### config.mk
export PLATFORM = sky130hd
export DESIGN_NAME = irq_arbiter
export DESIGN_NICKNAME = d
export VERILOG_FILES = /design/src/rtl/irq_arbiter.sv
export SDC_FILE = /design/constraint.sdc
export NUM_CORES = 1
export LEC_CHECK = 0
export BUFFER_PORTS_ARGS = -buffer_cell sky130_fd_sc_hd__buf_2
export CAP_MARGIN = 25
export CORE_MARGIN = 1.5
export CORE_UTILIZATION = 35
export CTS_BUF_LIST = sky130_fd_sc_hd__clkbuf_16
export CTS_CLUSTER_DIAMETER = 40
export DETAILED_ROUTE_END_ITERATION = 8
export PLACE_DENSITY_LB_ADDON = 0.12
export RECOVER_POWER = 100
export SETUP_SLACK_MARGIN = 0.3
export SYNTH_ARGS = -nofsm -noshare
export SYNTH_HDL_FRONTEND = slang
export SYNTH_SLANG_ARGS = --single-unit
### constraint.sdc
create_clock -name clk -period 0.8 [get_ports clk]
set_input_delay 0.08 -clock clk [delete_from_list [all_inputs] [get_ports clk]]
set_output_delay 0.08 -clock clk [all_outputs]
set_load 0.02 [all_outputs]
### src/rtl/irq_arbiter.sv
`timescale 1ns/1ps
module irq_arbiter #(
  parameter int NIRQ = 32,
  parameter int NMI_CAUSE = 0,
  localparam int CW = $clog2(NIRQ)
) (
  input  logic            clk,
  input  logic            rst_n,
  input  logic [NIRQ-1:0] pend_i,
  input  logic [NIRQ-1:0] en_i,
  input  logic [NIRQ-1:0] deleg_i,
  input  logic [1:0]      priv_i,
  input  logic            m_gie_i,
  input  logic            s_gie_i,
  input  logic            nmi_i,
  input  logic            ack_i,
  input  logic            exc_i,
  output logic            take_o,
  output logic            nmi_o,
  output logic            tgt_m_o,
  output logic [CW-1:0]   cause_o,
  output logic            exc_kill_o
);

  function automatic logic [NIRQ-1:0] mk_mask(input bit only_deleg);
    logic [NIRQ-1:0] m;
    m = '0;
    for (int i = 0; i < NIRQ; i++) begin
      if (i >= 16 || i == 1 || i == 5 || i == 9) m[i] = 1'b1;
      else if (!only_deleg && (i == 3 || i == 7 || i == 11)) m[i] = 1'b1;
    end
    return m;
  endfunction

  localparam logic [NIRQ-1:0] IMPL  = mk_mask(1'b0);
  localparam logic [NIRQ-1:0] DELEG = mk_mask(1'b1);

  function automatic logic [CW:0] pick(input logic [NIRQ-1:0] v);
    logic [CW:0] r;
    int ord [6];
    ord = '{11, 3, 7, 9, 1, 5};
    r = '0;
    for (int i = NIRQ - 1; i >= 16; i--)
      if (v[i]) r = {1'b1, CW'(i)};
    for (int k = 5; k >= 0; k--)
      if (v[ord[k]]) r = {1'b1, CW'(ord[k])};
    return r;
  endfunction

  logic [NIRQ-1:0] deleg_eff, gen, cand, mc, sc;
  logic [CW:0]     pm, ps;
  logic            cur_m, cur_s, m_ok, s_ok, any;

  assign cur_m     = (priv_i == 2'b11);
  assign cur_s     = (priv_i == 2'b01);
  assign m_ok      = !cur_m || m_gie_i;
  assign s_ok      = (!cur_m && !cur_s) || (cur_s && s_gie_i);
  assign deleg_eff = deleg_i & DELEG;
  assign gen       = ({NIRQ{m_ok}} & ~deleg_eff) | ({NIRQ{s_ok}} & deleg_eff);
  assign cand      = pend_i & en_i & IMPL & gen;
  assign mc        = cand & ~deleg_eff;
  assign sc        = cand & deleg_eff;
  assign pm        = pick(mc);
  assign ps        = pick(sc);
  assign any       = nmi_i || pm[CW] || ps[CW];

  always_ff @(posedge clk or negedge rst_n) begin
    if (!rst_n) begin
      take_o     <= 1'b0;
      nmi_o      <= 1'b0;
      tgt_m_o    <= 1'b0;
      cause_o    <= '0;
      exc_kill_o <= 1'b0;
    end else begin
      take_o     <= ack_i && any;
      nmi_o      <= ack_i && nmi_i;
      tgt_m_o    <= ack_i && (nmi_i || pm[CW]);
      exc_kill_o <= ack_i && any && exc_i;
      if (!ack_i)       cause_o <= '0;
      else if (nmi_i)   cause_o <= CW'(NMI_CAUSE);
      else if (pm[CW])  cause_o <= pm[CW-1:0];
      else if (ps[CW])  cause_o <= ps[CW-1:0];
      else              cause_o <= '0;
    end
  end

  p_cause_ready_r1: assert property (@(posedge clk) disable iff (!rst_n)
    take_o && !nmi_o |-> |(($past(pend_i & en_i) >> cause_o) & NIRQ'(1)));
  p_s_not_in_m_r3: assert property (@(posedge clk) disable iff (!rst_n)
    take_o && !nmi_o && !tgt_m_o |-> $past(priv_i) != 2'b11);
  p_nmi_first_r8: assert property (@(posedge clk) disable iff (!rst_n)
    nmi_i && ack_i |=> take_o && nmi_o && tgt_m_o);
  p_hold_off_r9: assert property (@(posedge clk) disable iff (!rst_n)
    !ack_i |=> !take_o);
  p_kill_with_take_r10: assert property (@(posedge clk) disable iff (!rst_n)
    exc_kill_o |-> take_o);
  p_quiet_r1: assert property (@(posedge clk) disable iff (!rst_n)
    !take_o |-> !nmi_o && !tgt_m_o && cause_o == '0);

endmodule

==> results of run 1 <==
[worst paths after layout]
kind / from / end / slack [ns]
min: exc_i / exc_kill_o / 0.07
max: pend_i[29] / tgt_m_o / -0.98
max in group asynchronous: rst_n / cause_o[3] / 0.16
min in group asynchronous: rst_n / cause_o[1] / 0.32
[sequential cells by signal, summed over array words and instances, names as in the netlist]
name / count
cause_o: 5
exc_kill_o: 1
nmi_o: 1
take_o: 1
tgt_m_o: 1
[power breakdown]
part	internal (mW)	total [mW]	switching (mW)
registers	0.487	0.501	0.0136
logic	0.646	1.18	0.539
clock network	0.653	0.871	0.218
total	1.79	2.56	0.771
[cell type report]
type	count	area [sq um]	area share, %
clock buffers	3	75.07	3.222
multi-input cells	145	982.2	42.16
inverters	2	7.507	0.3222
repair buffers	146	980.9	42.11
clock inverters	1	3.754	0.1611
flip-flops and latches	9	225.2	9.667
well taps	44	55.05	2.363
[metal layers]
layer  global-route usage [%]  up-vias  wire length (microns)
met5                        0        -                      0
met4                    9.317        0                     56
met3                    4.904        6                    259
met2                    46.08       72                   2274
met1                    29.74      822                   1992
li1                         -      921                      -
[metrics by stage]
step,hold slack (ns),util [%],area (sq um)
after global routing,0.07305,74.48,2330
after global placement,-0.06700,66.12,2068
after detailed placement,-0.06393,66.12,2068
after CTS,0.07426,73.20,2290
final,0.06824,74.48,2330
after floorplan,-0.2156,-,1174
[cells by family (layout without fill, tap and decap cells)]
group,count (synthesis),count (layout),share of synthesized area (%)
AO/OA/AOI/OAI,48,48,30.81
buffers and inverters,3,152,0.9594
AND/OR/NAND/NOR,97,97,49.04
flip-flops,9,9,19.19
[cells in the final DEF (no fill, tap or decap), types with 3 or more instances in the layout]
cell type	instances
a21oi_1	7
a21oi_2	3
a31o_1	3
a31oi_1	3
and2_1	3
and3_1	4
and3b_1	4
buf_2	68
buf_4	61
buf_6	15
clkbuf_16	3
dfrtp_1	9
inv_1	3
nand2_1	23
nand2b_1	4
nand3_1	20
nand3b_1	13
nor2_1	7
o2111ai_1	3
o21ai_0	4
[timing repair]
item	CTS	global route
resized for setup	28	4
hold buffers	1	0
buffers inserted	4	2
setup endpoints to repair	17	17
pin swaps	10	6
endpoints found under the hold margin	9	0
==> run summary, run 1 <==
crit path buf inv count: 4
Mapped Cells: 157
gr usage total: 25.52%
chip height: 60.91 microns
Post-DP HPWL: 3635 microns
RSZ-0062 raised after global routing: true
Final Hold Fails: 0
H-tree depth: 1
critical path class: in2reg
largest net degree at the start of global routing: 10
area grow syn2layout: 98.51%
failing checks: negative setup slack
worst path arrival time: 1.90 ns
crit-path cells: buf_6, and3b_2, or4b_4, o41ai_4, nand2_2, buf_4, buf_6, buf_6, o21a_1
leakage: 1.182 nW
Non-Filler Instances: 350
remaining global-route overflow: 0
worst-margin pin slew: 0.5186 ns
Die Wd: 60.91 microns
maxcap violations: 0
Wirelength per Cell: 13.09 microns
Detailed Route Iter0 Violations: 65
Pre-antenna DRT Iters: 4
post-synth cell types: 48
Root Buffer: clkbuf_16
cts bufs inserted: 3
post-synth design cell area: 1174 sq um
Setup TNS Final: -7.174 ns
core box area: 3128 sq um
type of origin of the critical path: primary input
initial antenna violation count: 0
ys flop type: dfrtp_1
Clock Path Buffers: 2
clk slew on worst S/H paths: 0.04 ns
crit share post-route: 222.1%
most common cell in the synthesized netlist: nand2_1
total power: 2.556 mW
via/cell ratio: 5.203
EDFF count, synth: 0
Avg Synthesized Cell Area: 7.475 sq um
CP max FO: 2
share of cells above drive strength 1: 53.27%
Worst Path Required: 0.92 ns
IO buf count: 80
Placer Congestion: 0.8315
Slew HR: 64.99%
Antenna Nets Post-Route: 0
Critical-path top delay cell: or4b_4
Fillers: 245
Rows: 20
Top cell by count, worst path: buf_6
fin worst setup slack: -0.9769 ns
crit end category: flip-flop
ant diodes: 0
total wire length: 4582 microns
DR vias: 1,821
post-synth top area share: 19.19%
placed cell count: 339
Syn Nets: 262
Yosys reg bits: 9
worst slack, placed: -1.306 ns
Async SR Flop Fraction: 100.0%
outcome: finished, violations left
largest cells by area after synthesis: dfrtp_1 19%, nand3_1 9.0%, nand3b_1 8.3%, nand2_1 7.4%, a21oi_1 4.3%
final setup violation count: 17
Starting Density: 37.52%
DR DRC count: 0
nets@finish: 412
CP delay by family, top: simple AND/OR/NAND/NOR gates
max-slew violation count: 0
first-pass GRT wire length: 7079 microns
worst min path class: in2reg
vias in the first global route: 1,744
Boundary Pins: 114
hold depth: 2
CTS sink count: 9
CTS tree: done
Die ar.: 3709 sq um
fmax: 562.8 MHz
dominant cell type by area after synthesis: dfrtp_1
Pwr per Cell Area: 1097 nW/um^2
Post-synth top cells: 23 x nand2_1, 21 x nand3_1, 13 x nand3b_1
Period minus WS final: 1.777 ns
peak per-stage delay on the critical path: 0.54 ns
yosys warns: 0
peak supply drop: 1.356 mV
post-synthesis sequential area ratio: 19.19%
WP depth: 9
Note: power is estimated with default switching activity, not from simulation.
==> inputs of run 2 (changes only) <==
==> constraint.sdc (replaced) <==
create_clock -name clk -period 1.9 [get_ports clk]
set_input_delay 0.19 -clock clk [delete_from_list [all_inputs] [get_ports clk]]
set_output_delay 0.19 -clock clk [all_outputs]
set_load 0.02 [all_outputs]
==> run summary, run 2 (synthesis results as in run 1) <==
Die ar.: 3709 sq um (unchanged)
fin worst setup slack: -0.02478 ns (+0.9521 ns)
worst path arrival time: 2.04 ns (+0.14 ns)
chip height: 60.91 microns (unchanged)
largest net degree at the start of global routing: 10 (unchanged)
CTS sink count: 9 (unchanged)
cts bufs inserted: 3 (unchanged)
area grow syn2layout: 66.52%
ant diodes: 0 (unchanged)
Internal: 0.6781 mW (-62%)
Starting Density: 37.52% (unchanged)
Post-DP HPWL: 3277 microns (-9.9%)
via/cell ratio: 5.281 (+1.5%)
peak supply drop: 0.3294 mV (-76%)
Pre-antenna DRT Iters: 4 (unchanged)
crit path buf inv count: 1 (-3)
DR vias: 1,637 (-10%)
core box area: 3128 sq um (unchanged)
outcome: finished, violations left
H-tree depth: 1 (unchanged)
Root Buffer: clkbuf_16
Fillers: 305 (+24%)
Psw: 0.2902 mW (-62%)
DR DRC count: 0 (unchanged)
vias in the first global route: 1,526 (-13%)
nets@finish: 372 (-9.7%)
total wire length: 3983 microns (-13%)
worst min path class: in2reg
Placer Congestion: 0.8851 (+6.4%)
worst-margin pin slew: 0.4746 ns (-0.04395 ns)
CP delay by family, top: simple AND/OR/NAND/NOR gates
max reg flops: 5 (unchanged)
critical path class: in2reg
clk slew on worst S/H paths: 0.04 ns (about the same)
Comb power frac: 41.2% (-5.1 points)
remaining global-route overflow: 0 (unchanged)
placed cell count: 302 (-11%)
fmax: 519.5 MHz
Placed Area: 1790 sq um (-13%)
IO buf count: 80 (unchanged)
RSZ-0062 raised after global routing: true
Non-Filler Instances: 310 (-11%)
total power: 0.9683 mW (-62%)
crit end category: flip-flop
most flop-heavy register: cause_o
Worst Path Required: 2.02 ns (+1.10 ns)
crit share post-route: 101.3%
share of cells above drive strength 1: 41.73% (-12 points)
commonest non-fill, non-tap cell in the layout: buf_2
Boundary Pins: 114 (unchanged)
design area: 1954 sq um (-16%)
hold_sp: exc_i
type of origin of the critical path: primary input
max-slew violation count: 0 (unchanged)
first-pass GRT wire length: 6320 microns (-11%)
Reg area: 225.2 sq um (unchanged)
CTS tree: done
failing checks: negative setup slack
Antenna Nets Post-Route: 0 (unchanged)
Final Hold Fails: 0 (unchanged)
maxcap violations: 0 (unchanged)
fin util: 62.48% (-12 points)
multi-input logic area: 963.4 sq um (-1.9%)
initial antenna violation count: 0 (unchanged)
gr usage total: 22.05% (-3.5 points)
Critical-path top delay cell: or4b_4
Wirelength per Cell: 12.85 microns (-1.9%)
Clock Path Buffers: 2 (unchanged)
Setup TNS Final: -0.02478 ns (+7.149 ns)
commonest cells after routing, fill and taps aside: 65 x buf_2, 23 x nand2_1, 23 x buf_4
leakage: 0.9506 nW (-20%)
Period minus WS final: 1.925 ns
Detailed Route Iter0 Violations: 60 (-7.7%)
clock power share: 37.3% (+3.2 points)
CP max FO: 2 (unchanged)
crit-path cells: buf_6, and3b_2, or4b_4, o41ai_4, nand2_2, o41a_1, and2_1
switching fraction of total power: 29.97% (-0.18 points)
crit path launch: en_i[29]
Pwr per Cell Area: 495.5 nW/um^2 (-55%)
peak per-stage delay on the critical path: 0.54 ns (about the same)
Die Wd: 60.91 microns (unchanged)
final setup violation count: 1 (-16)
Rows: 20 (unchanged)
sequential power share: 21.5% (+1.9 points)
Slew HR: 68.36% (+3.4 points)
==> run 2: cell count changes in the layout (fill, tap and decap cells not counted) <==
cell,before,now
a32oi_1,1,2
a41oi_1,0,1
buf_4,61,23
a41oi_2,1,0
a32oi_2,1,0
clkbuf_1,1,10
a21oi_1,7,8
buf_6,15,7
buf_2,68,65
a21oi_2,3,2
==> run 2: per-stage QoR <==
| stage | setup slack (ns) | hold slack [ns] |
|---|---|---|
| after floorplan | -0.1987 | -0.1056 |
| final | -0.02478 | 0.1715 |
| after global placement | -0.2540 | 0.04520 |
| after global routing | -0.05758 | 0.1654 |
| after CTS | -0.009674 | 0.1718 |
| after detailed placement | -0.2764 | 0.04947 |
==> run 2: final cells by class <==
| class | count | area share [%] |
|---|---|---|
| clock inverter | 1 | 0.1921 |
| inverter | 2 | 0.3841 |
| timing repair buffer | 106 | 31.95 |
| sequential | 9 | 11.52 |
| clock buffer | 3 | 3.841 |
| multi-input combinational | 145 | 49.30 |
| tap | 44 | 2.817 |
==> run 2: what timing repair did <==
item / in CTS / in global routing
buffers inserted: 2 / 1
setup endpoints to repair: 6 / 8
hold buffers: 1 / 0
resized for setup: 11 / 2
endpoints found under the hold margin: 9 / 0
cloned: 0 / 0
pin swaps: 5 / 4
==> run 2: per-layer routing <==
layer / wire length [microns] / global-route usage (%) / vias up
met5: 0 / 0 / -
met4: 61 / 4.037 / 0
met3: 199 / 3.625 / 6
met2: 1863 / 38.71 / 59
met1: 1858 / 28.66 / 725
li1: - / - / 847
==> run 2: power groups by stage <==
stage | Sequential [mW] | Combinational, mW | Clock (mW)
2_1_floorplan | 0.227 | 0.174 | 0
3_5_place_dp | 0.210 | 0.371 | 0
3_3_place_gp | 0.210 | 0.368 | 0
4_1_cts | 0.208 | 0.396 | 0.368
6_report | 0.208 | 0.399 | 0.362
5_1_grt | 0.209 | 0.438 | 0.384
==> run 2: path summary, 6_finish.rpt <==
path	end	slack (ns)	cells after the start
worst max-delay path	exc_kill_o	-0.02	7
worst min-delay path	exc_kill_o	0.17	2
max in group asynchronous	exc_kill_o	1.14	2
min in group asynchronous	nmi_o	0.44	2
==> inputs of run 3 (changes only) <==
--- a/config.mk
+++ b/config.mk
@@ -5,10 +5,11 @@
 export SDC_FILE = /design/constraint.sdc
 export NUM_CORES = 1
 export LEC_CHECK = 0
+export ABC_AREA = 1
 export BUFFER_PORTS_ARGS = -buffer_cell sky130_fd_sc_hd__buf_2
 export CAP_MARGIN = 25
 export CORE_MARGIN = 1.5
-export CORE_UTILIZATION = 35
+export CORE_UTILIZATION = 40
 export CTS_BUF_LIST = sky130_fd_sc_hd__clkbuf_16
 export CTS_CLUSTER_DIAMETER = 40
 export DETAILED_ROUTE_END_ITERATION = 8
==> run summary, run 3 <==
initial antenna violation count: 0 (unchanged)
ys flop type: dfrtp_1
Setup TNS Final: 0 ns (+0.02478 ns)
Pwr per Cell Area: 462.6 nW/um^2 (-6.6%)
cts bufs inserted: 3 (unchanged)
Post-synth top cells: 92 x nand2_1, 36 x nand3_1, 34 x inv_1
max reg flops: 5 (unchanged)
Hold EP: nmi_o
Slew HR: 70.90% (+2.5 points)
largest cells by area after synthesis: nand2_1 24%, dfrtp_1 16%, nand3_1 13%, inv_1 8.9%, nor2_1 5.5%
Avg Synthesized Cell Area: 5.473 sq um (-27%)
peak supply drop: 0.2275 mV (-31%)
post-synthesis sequential area ratio: 15.71% (-3.5 points)
sequential power share: 19.1% (-2.4 points)
post-synth cell types: 25 (-48%)
Final Hold Fails: 0 (unchanged)
commonest non-fill, non-tap cell in the layout: nand2_1
CP max FO: 8 (+6)
clock power share: 33.2% (-4.1 points)
peak per-stage delay on the critical path: 0.20 ns (-0.34 ns)
most flop-heavy register: cause_o
share of cells above drive strength 1: 42.59% (+0.86 points)
worst-margin pin slew: 0.4365 ns (-0.03809 ns)
Hold WS: 0.1897 ns (+0.01819 ns)
most common cell in the synthesized netlist: nand2_1
Antenna Nets Post-Route: 0 (unchanged)
crit end category: flip-flop
yosys warns: 0 (unchanged)
remaining global-route overflow: 0 (unchanged)
leakage: 1.335 nW (+40%)
core box area: 3390 sq um (+8.4%)
commonest cells after routing, fill and taps aside: 85 x nand2_1, 66 x buf_2, 31 x inv_1, 31 x nand3_1, 24 x buf_4
CTS sink count: 9 (unchanged)
fin worst setup slack: 0.2482 ns (+0.2730 ns)
crit share post-route: 86.94% (-14 points)
chip height: 62.87 microns (+3.2%)
worst path arrival time: 1.77 ns (-0.27 ns)
critical path class: in2reg
Clock Path Buffers: 2 (unchanged)
maxcap violations: 0 (unchanged)
gr usage total: 21.01% (-1.0 points)
clk slew on worst S/H paths: 0.04 ns (about the same)
Critical-path top delay cell: clkbuf_16
fmax: 605.4 MHz (+17%)
Die Wd: 62.87 microns (+3.2%)
Syn Nets: 367 (+40%)
IO buf count: 80 (unchanged)
ant diodes: 0 (unchanged)
Psw: 0.3805 mW (+31%)
Wirelength per Cell: 10.45 microns (-19%)
largest net degree at the start of global routing: 17 (+7)
area grow syn2layout: 65.27%
Post-DP HPWL: 3188 microns (-2.7%)
Placed Area: 1961 sq um (+9.5%)
switching fraction of total power: 34.71% (+4.7 points)
DR DRC count: 0 (unchanged)
worst min path class: in2reg
first-pass GRT wire length: 6975 microns (+10%)
hold_sp: nmi_i
Comb power frac: 47.7% (+6.5 points)
Placer Congestion: 0.7888 (-11%)
EDFF count, synth: 0 (unchanged)
total power: 1.096 mW (+13%)
Internal: 0.7158 mW (+5.6%)
Boundary Pins: 114 (unchanged)
max-slew violation count: 0 (unchanged)
final setup violation count: 0 (-1)
post-synth top area share: 24.08% (+4.9 points)
worst slack, placed: 0.01499 ns (+0.2914 ns)
Top cell by count, worst path: nor2_4
type of origin of the critical path: primary input
vias in the first global route: 1,770 (+16%)
post-synth design cell area: 1434 sq um (+22%)
RSZ-0062 raised after global routing: true
dominant cell type by area after synthesis: nand2_1
design area: 2370 sq um (+21%)
CTS tree: done
DR vias: 2,039 (+25%)
crit-path cells: buf_8, nand2_4, nor2_4, clkbuf_16, a21oi_2, nand3_2, nand2_2, nor2_4, nand3_1, nor2_4, inv_2, nor2_4, inv_4, a31o_1, nand2_1, a21oi_1
Detailed Route Iter0 Violations: 58 (-3.3%)
outcome: finished, final reports clean
via/cell ratio: 4.890 (-7.4%)
Pre-antenna DRT Iters: 4 (unchanged)
Starting Density: 42.30% (+4.8 points)
Die ar.: 3953 sq um (+6.6%)
Period minus WS final: 1.652 ns (-0.2730 ns)
Yosys reg bits: 9 (unchanged)
Async SR Flop Fraction: 100.0% (unchanged)
Rows: 21 (+5.0%)
hold depth: 3 (+1)
total wire length: 4356 microns (+9.4%)
Mapped Cells: 262 (+67%)
Root Buffer: clkbuf_16
nets@finish: 477 (+28%)
Worst Path Required: 2.02 ns (about the same)
H-tree depth: 1 (unchanged)
==> run 3: changes by cell type after synthesis, sizes merged, moves of 5 or more <==
cell,change
nand3,+22
and3b,-6
a21oi,+11
nor2,+19
nand2,+73
o21ai,+5
inv,+34
nand3b,-13
==> run 3: layout make-up <==
| cell class | count | area (sq um) |
|---|---|---|
| clock buffer | 3 | 75.07 |
| timing repair buffer | 109 | 674.4 |
| fill | 326 | 1020 |
| inverter | 37 | 146.4 |
| multi-input combinational | 212 | 1186 |
| sequential | 9 | 225.2 |
| clock inverter | 1 | 5.005 |
| tap | 46 | 57.56 |
==> run 3: worst max path at each step <==
stage              start         end  slack, ns
2_1_floorplan  priv_i[1]  cause_o[2]       0.31
3_3_place_gp   priv_i[1]  cause_o[1]       0.02
6_report       priv_i[0]  cause_o[2]       0.25
3_5_place_dp   priv_i[0]  cause_o[2]       0.01
5_1_grt        priv_i[0]  cause_o[2]       0.11
4_1_cts        priv_i[0]  cause_o[2]       0.30
==> run 3: stage by stage <==
stage / cells / utilization (%)
final: 417 / 69.92
after global routing: 417 / 69.92
after CTS: 407 / 65.93
after detailed placement: 397 / 57.84
after global placement: 397 / 57.84
after floorplan: 262 / -
==> run 3: kinds of logic after synthesis <==
kind of cell | synth area share [%]
compound gates | 15.01
simple gates | 56.63
flops | 15.71
buf+inv | 12.65
==> run 3: metal layers <==
layer	wire, microns	up-vias	GRT usage (%)
li1	-	1070	-
met1	1840	914	23.90
met2	2310	51	40.82
met3	176	4	2.162
met4	29	0	5.556
met5	0	-	0
==> run 3: timing repair <==
action	CTS	global route
pin swaps	8	13
gates resized for setup	30	31
cloned	1	0
setup endpoints to repair	5	8
hold buffers	1	0
setup buffers	4	10
hold endpoints to repair	9	0
==> run 3: power groups by stage <==
stage / registers [mW] / clock network (mW) / logic, mW
floorplan: 0.231 / 0 / 0.239
global placement: 0.211 / 0 / 0.419
detailed placement: 0.211 / 0 / 0.424
CTS: 0.209 / 0.369 / 0.470
global route: 0.211 / 0.385 / 0.582
finish: 0.209 / 0.364 / 0.523
==> run 3: worst max-delay path, delay by kind of cell <==
kind	cells	cell delay, ns
buffers and inverters	4	0.40
AND/OR/NAND/NOR	9	0.89
AO/OA/AOI/OAI	3	0.29
